### config.mk
export PLATFORM = sky130hd
export DESIGN_NAME = mmd_window_bridge
export DESIGN_NICKNAME = d
export VERILOG_FILES = /design/src/rtl/mmd_window_bridge.sv
export SDC_FILE = /design/constraint.sdc
export NUM_CORES = 2
export LEC_CHECK = 0
export BUFFER_PORTS_ARGS = -buffer_cell sky130_fd_sc_hd__buf_4
export CORE_MARGIN = 5
export CORE_UTILIZATION = 58
export DETAILED_ROUTE_END_ITERATION = 7
export PLACE_DENSITY = 0.77
export SLEW_MARGIN = 40
export SYNTH_ARGS = -nofsm -noshare
export SYNTH_HDL_FRONTEND = slang
export SYNTH_SLANG_ARGS = --single-unit
### constraint.sdc
create_clock -name clk -period 2.53 [get_ports clk]
set_input_delay 0.506 -clock clk [delete_from_list [all_inputs] [get_ports clk]]
set_output_delay 0.506 -clock clk [all_outputs]
set_load 0.01 [all_outputs]
### src/rtl/mmd_window_bridge.sv
module mmd_window_bridge #(
  parameter int          DEV_BITS  = 5,
  parameter int          CODE_W    = 4,
  parameter logic [4:0]  CTL_REG   = 5'd13,
  parameter logic [4:0]  WIN_REG   = 5'd14,
  parameter logic [4:0]  PHY_DEV   = 5'h1F,
  parameter logic [15:0] EN_ADDR   = 16'h0032,
  parameter logic [15:0] CODE_ADDR = 16'h0086
) (
  input  logic              clk,
  input  logic              rst_n,
  input  logic              wr_en,
  input  logic              rd_en,
  input  logic [4:0]        reg_addr,
  input  logic [15:0]       wr_data,
  output logic [15:0]       rd_data,
  output logic              tx_dly_en,
  output logic              rx_dly_en,
  output logic [CODE_W-1:0] tx_dly_code,
  output logic [CODE_W-1:0] rx_dly_code
);
  localparam int NDEV = 1 << DEV_BITS;
  localparam int PADW = 16 - 2 * CODE_W;

  logic [DEV_BITS-1:0] sel_dev;
  logic [1:0]          func;
  logic [15:0]         ptr [NDEV];
  logic [1:0]          dly_en;
  logic [2*CODE_W-1:0] dly_code;
  logic [15:0]         ext_rd;

  wire        rd_ok     = rd_en & ~wr_en;
  wire        ctl_wr    = wr_en && reg_addr == CTL_REG;
  wire        win_wr    = wr_en && reg_addr == WIN_REG;
  wire        win_rd    = rd_ok && reg_addr == WIN_REG;
  wire        data_mode = func != 2'b00;
  wire        on_phy    = sel_dev == PHY_DEV[DEV_BITS-1:0];
  wire [15:0] cur_ptr   = ptr[sel_dev];
  wire        bump      = data_mode && ((win_wr && func[1]) || (win_rd && func == 2'b10));
  wire        ext_wr    = win_wr && data_mode && on_phy;

  always_comb begin
    ext_rd = 16'h0000;
    if (on_phy && cur_ptr == EN_ADDR)   ext_rd = {14'b0, dly_en};
    if (on_phy && cur_ptr == CODE_ADDR) ext_rd = {{PADW{1'b0}}, dly_code};
  end

  always_ff @(posedge clk or negedge rst_n) begin
    if (!rst_n) begin
      sel_dev <= '0;
      func    <= 2'b00;
    end else if (ctl_wr) begin
      sel_dev <= wr_data[DEV_BITS-1:0];
      func    <= wr_data[15:14];
    end
  end

  for (genvar d = 0; d < NDEV; d++) begin : g_ptr
    always_ff @(posedge clk or negedge rst_n) begin
      if (!rst_n)
        ptr[d] <= 16'h0000;
      else if (sel_dev == DEV_BITS'(d)) begin
        if (win_wr && !data_mode) ptr[d] <= wr_data;
        else if (bump)            ptr[d] <= ptr[d] + 16'd1;
      end
    end
  end

  always_ff @(posedge clk or negedge rst_n) begin
    if (!rst_n) begin
      dly_en   <= 2'b00;
      dly_code <= '0;
    end else if (ext_wr) begin
      if (cur_ptr == EN_ADDR)   dly_en   <= wr_data[1:0];
      if (cur_ptr == CODE_ADDR) dly_code <= wr_data[2*CODE_W-1:0];
    end
  end

  always_ff @(posedge clk or negedge rst_n) begin
    if (!rst_n)
      rd_data <= 16'h0000;
    else if (rd_ok) begin
      case (reg_addr)
        CTL_REG: rd_data <= {func, {(14-DEV_BITS){1'b0}}, sel_dev};
        WIN_REG: rd_data <= data_mode ? ext_rd : cur_ptr;
        default: rd_data <= 16'h0000;
      endcase
    end
  end

  assign tx_dly_en   = dly_en[1];
  assign rx_dly_en   = dly_en[0];
  assign rx_dly_code = dly_code[CODE_W-1:0];
  assign tx_dly_code = dly_code[2*CODE_W-1:CODE_W];


  ctl_hold_chk: assert property (@(posedge clk) disable iff (!rst_n)
    !ctl_wr |=> $stable({func, sel_dev}));


  incr_both_chk: assert property (@(posedge clk) disable iff (!rst_n)
    (win_wr || win_rd) && func == 2'b10 |=> cur_ptr == $past(cur_ptr) + 16'd1);


  rd_noincr_chk: assert property (@(posedge clk) disable iff (!rst_n)
    win_rd && func == 2'b11 |=> $stable(cur_ptr));


  no_incr_chk: assert property (@(posedge clk) disable iff (!rst_n)
    (win_wr || win_rd) && func == 2'b01 |=> $stable(cur_ptr));


  out_hold_chk: assert property (@(posedge clk) disable iff (!rst_n)
    !ext_wr |=> $stable({tx_dly_en, rx_dly_en, tx_dly_code, rx_dly_code}));


  other_rd_chk: assert property (@(posedge clk) disable iff (!rst_n)
    rd_ok && reg_addr != CTL_REG && reg_addr != WIN_REG |=> rd_data == 16'h0000);
endmodule

==> flow_metrics.tcl <==
set metrics [dict create \
    pwr-share-clk 0.423 \
    drtIter0Drc 6135 \
    grt_use_met2 0.5861 \
    synth-edff-count 0 \
    violations "design-rule violations, negative setup slack" \
    track_usage 0.4233 \
    wirelength_um 140200 \
    areaGrowthSynthToFinish_pct 27.47 \
    hold_viol 0 \
    insertion_delay_ps 640 \
    drive_gt1_frac 0.2313 \
    worst_setup_path_end_kind "flop" \
    cap_violations 0 \
    io_buffers 50 \
    fin_ws_ps -686.7 \
    crit_path_max_fanout 8 \
    ys.warnings.count 0 \
    post-route-period-util 1.271 \
    critPathCapture "dly_code[7]" \
    ys_seq_area_frac 0.4032 \
    cts_tree "built" \
    cp.required_ps 3050 \
    setup_viol 21 \
    wire_per_inst_um 26.59 \
    yosys-top-cells-area "dfrtp_1, a21oi_1, o21ai_0" \
    syn_area_um2 33830 \
    use_met3 0.1492 \
    grt_pass1_wl_um 208900 \
    grt_pass1_vias 34340 \
    syn_area_per_cell_um2 8.629 \
    grt_start_max_net_pins 125 \
    status "complete, but fails checks" \
    drc 1 \
    clock_path_buffers 3 \
    nets 4513 \
    maxSlewHeadroom 0.4091 \
    maxSlewViolCount 0 \
    fillCellCount 4052 \
    top_usage_layer "met2" \
    leakage_nw 18.68 \
    seq_power_share 0.408 \
    min_period_ps 3217 \
    routed_via_density 7.135 \
    critPathKind "reg -> reg" \
    syn_inst 3920 \
    dp_slack_ps -823.5 \
    cts_buffers 60 \
    firstDrtPassIters 8 \
    ant_nets 0 \
    yosysMostFrequentCell "a21oi_1" \
    fin_worst_skew_ps 14.98 \
    die_h_um 251.5 \
    cts_sinks 545 \
    synth_top_cell_area_share 0.4032 \
    async_flop_share 1.000 \
    reg2reg_depth 11 \
    io_pins 51 \
    hold_class "in -> reg" \
    routed-via-count 37610 \
    pwr-share-comb 0.169 \
    max-vdd-ir-drop_mv 0.5689 \
    htreeDepth 2 \
    worstPathArrival_ps 3730 \
    swShare 0.2710 \
    yosysUniqueCellTypes 66 \
    ys_top_cells_by_count "a21oi_1, o21ai_0, dfrtp_1" \
    crit_start "sel_dev[1]" \
    clkTransAtPathRegs_ps 60 \
    overflow 0 \
    worst_pin_slew_ps 886.3 \
    r2r-start "sel_dev[1]" \
    grt_setup_unrepaired "yes" \
    p_per_area_nw_per_um2 507.2 \
    start_kind "flop" \
    rrSetupSlack_ps -690 \
    antenna_found_initial 10 \
    row_count 88 \
    p_int_mw 15.94 \
    cts-root-buf "clkbuf_16" \
    p_switching_mw 5.927 \
    reg2reg_to "dly_code[7]" \
    place_congestion 1.055 \
    ys_seq_elements 545 \
    die_w_um 251.5 \
    dieArea_um2 63250 \
    use_met1 0.5810 \
    max_freq_mhz 310.9 \
    hpwl_um 98180 \
    synth_ff_type "dfrtp_1" \
    core_um2 57700 \
    start_util 0.5863 \
    synth_area_leader_cell "dfrtp_1" \
    syn_nets 3977 \
    final_util 0.7474 \
]
-- how the worst min path moves through the flow --
stage | startpoint | to | slack (ps) | cells past startpoint
final | wr_data[7] | dly_code[7] | 150 | 2
after global routing | wr_data[7] | dly_code[7] | 140 | 2
after CTS | wr_data[7] | dly_code[7] | 120 | 2
after detailed placement | rst_n | ptr[72] | 430 | 1
after global placement | rst_n | ptr[72] | 420 | 1
after floorplan | rst_n | dly_code[0] | 210 | 0
-- what timing repair did --
action / in CTS / in global routing
hold buffers: 1 / 0
gates cloned: 1 / 1
buffers inserted: 22 / 15
hold endpoints to repair: 24 / 0
pin swaps: 19 / 18
resized for setup: 41 / 81
endpoints found under the setup margin: 22 / 66
-- per-stage QoR --
step	cells	area, um^2	power [mW]	hold slack (ps)	TNS, ps
after floorplan	3920	33960	10.62	210.4	-2377
after global placement	5122	40150	12.07	422.3	-139540
after detailed placement	5122	40150	12.12	425.4	-152520
after CTS	5251	42590	21.46	122.5	-8406
after global routing	5266	43110	22.32	145.0	-11240
final	5271	43120	21.87	150.4	-11130
-- registers in the layout (all words and copies together) (netlist names) --
| register | cells |
|---|---|
| dly_code | 8 |
| dly_en | 2 |
| func | 2 |
| ptr | 512 |
| rd_data | 16 |
| sel_dev | 5 |
-- power groups by stage --
stage          Combinational [mW]  Sequential [mW]  Clock, mW
2_1_floorplan                1.59             9.03          0
3_3_place_gp                 2.94             9.13          0
3_5_place_dp                 2.99             9.13          0
4_1_cts                      3.32             8.92       9.22
5_1_grt                      3.82             8.93       9.57
6_report                     3.70             8.93       9.24
-- area by class of cell --
type	count	area (um^2)	area share
multi-input combinational	3032	19220	0.4456
tap	765	957.2	0.02220
inverter	76	285.3	0.006616
clock inverter	19	261.5	0.006064
timing repair buffer	741	6970	0.1617
clock buffer	87	1764	0.04091
antenna	6	15.01	0.0003482
sequential	545	13650	0.3166
-- routing by layer --
metal | wire [um] | part of all wire | vias up
li1 | - | - | 15960
met1 | 50110 | 0.36 | 17660
met2 | 56050 | 0.40 | 3242
met3 | 23470 | 0.17 | 744
met4 | 10540 | 0.075 | 0
met5 | 0 | 0 | -
-- kinds of logic after synthesis --
group | share of synthesized area
AOI/OAI and AO/OA | 0.2936
adders and majority gates | 0.01184
and+or+nand+nor | 0.1485
DFF | 0.4032
muxes | 0.09824
buffers and inverters | 0.04464
-- worst max-delay path, stage by stage, from the launching register on --
cell	delay (ps)
dfrtp_4	500
buf_12	160
buf_12	150
buf_4	150
mux4_2	370
mux2i_1	110
a22oi_2	330
o41ai_4	200
nor4_4	360
and4_4	300
buf_12	150
mux2_4	300
-- layout by cell type, fill, tap and decap left out, types with 9 or more instances in the layout --
cell / count
nor2b_1: 10
mux2_2: 23
o22a_1: 66
a22o_1: 47
o2bb2ai_1: 27
buf_4: 610
nand2_1: 289
a31oi_1: 97
a21oi_1: 753
nand4_1: 66
mux2i_1: 70
clkbuf_8: 14
a22oi_1: 11
inv_1: 75
o41ai_1: 32
mux2_4: 9
and4_1: 32
ha_1: 32
clkbuf_1: 12
buf_6: 21
dfrtp_1: 541
nand3_1: 170
mux4_2: 81
nor3_2: 12
buf_12: 101
or3_1: 11
nand2b_1: 57
o21ai_0: 636
o22ai_1: 47
and3_1: 105
nor2_1: 212
clkbuf_16: 61
mux4_1: 13
Power figures use the tool's default switching activity.
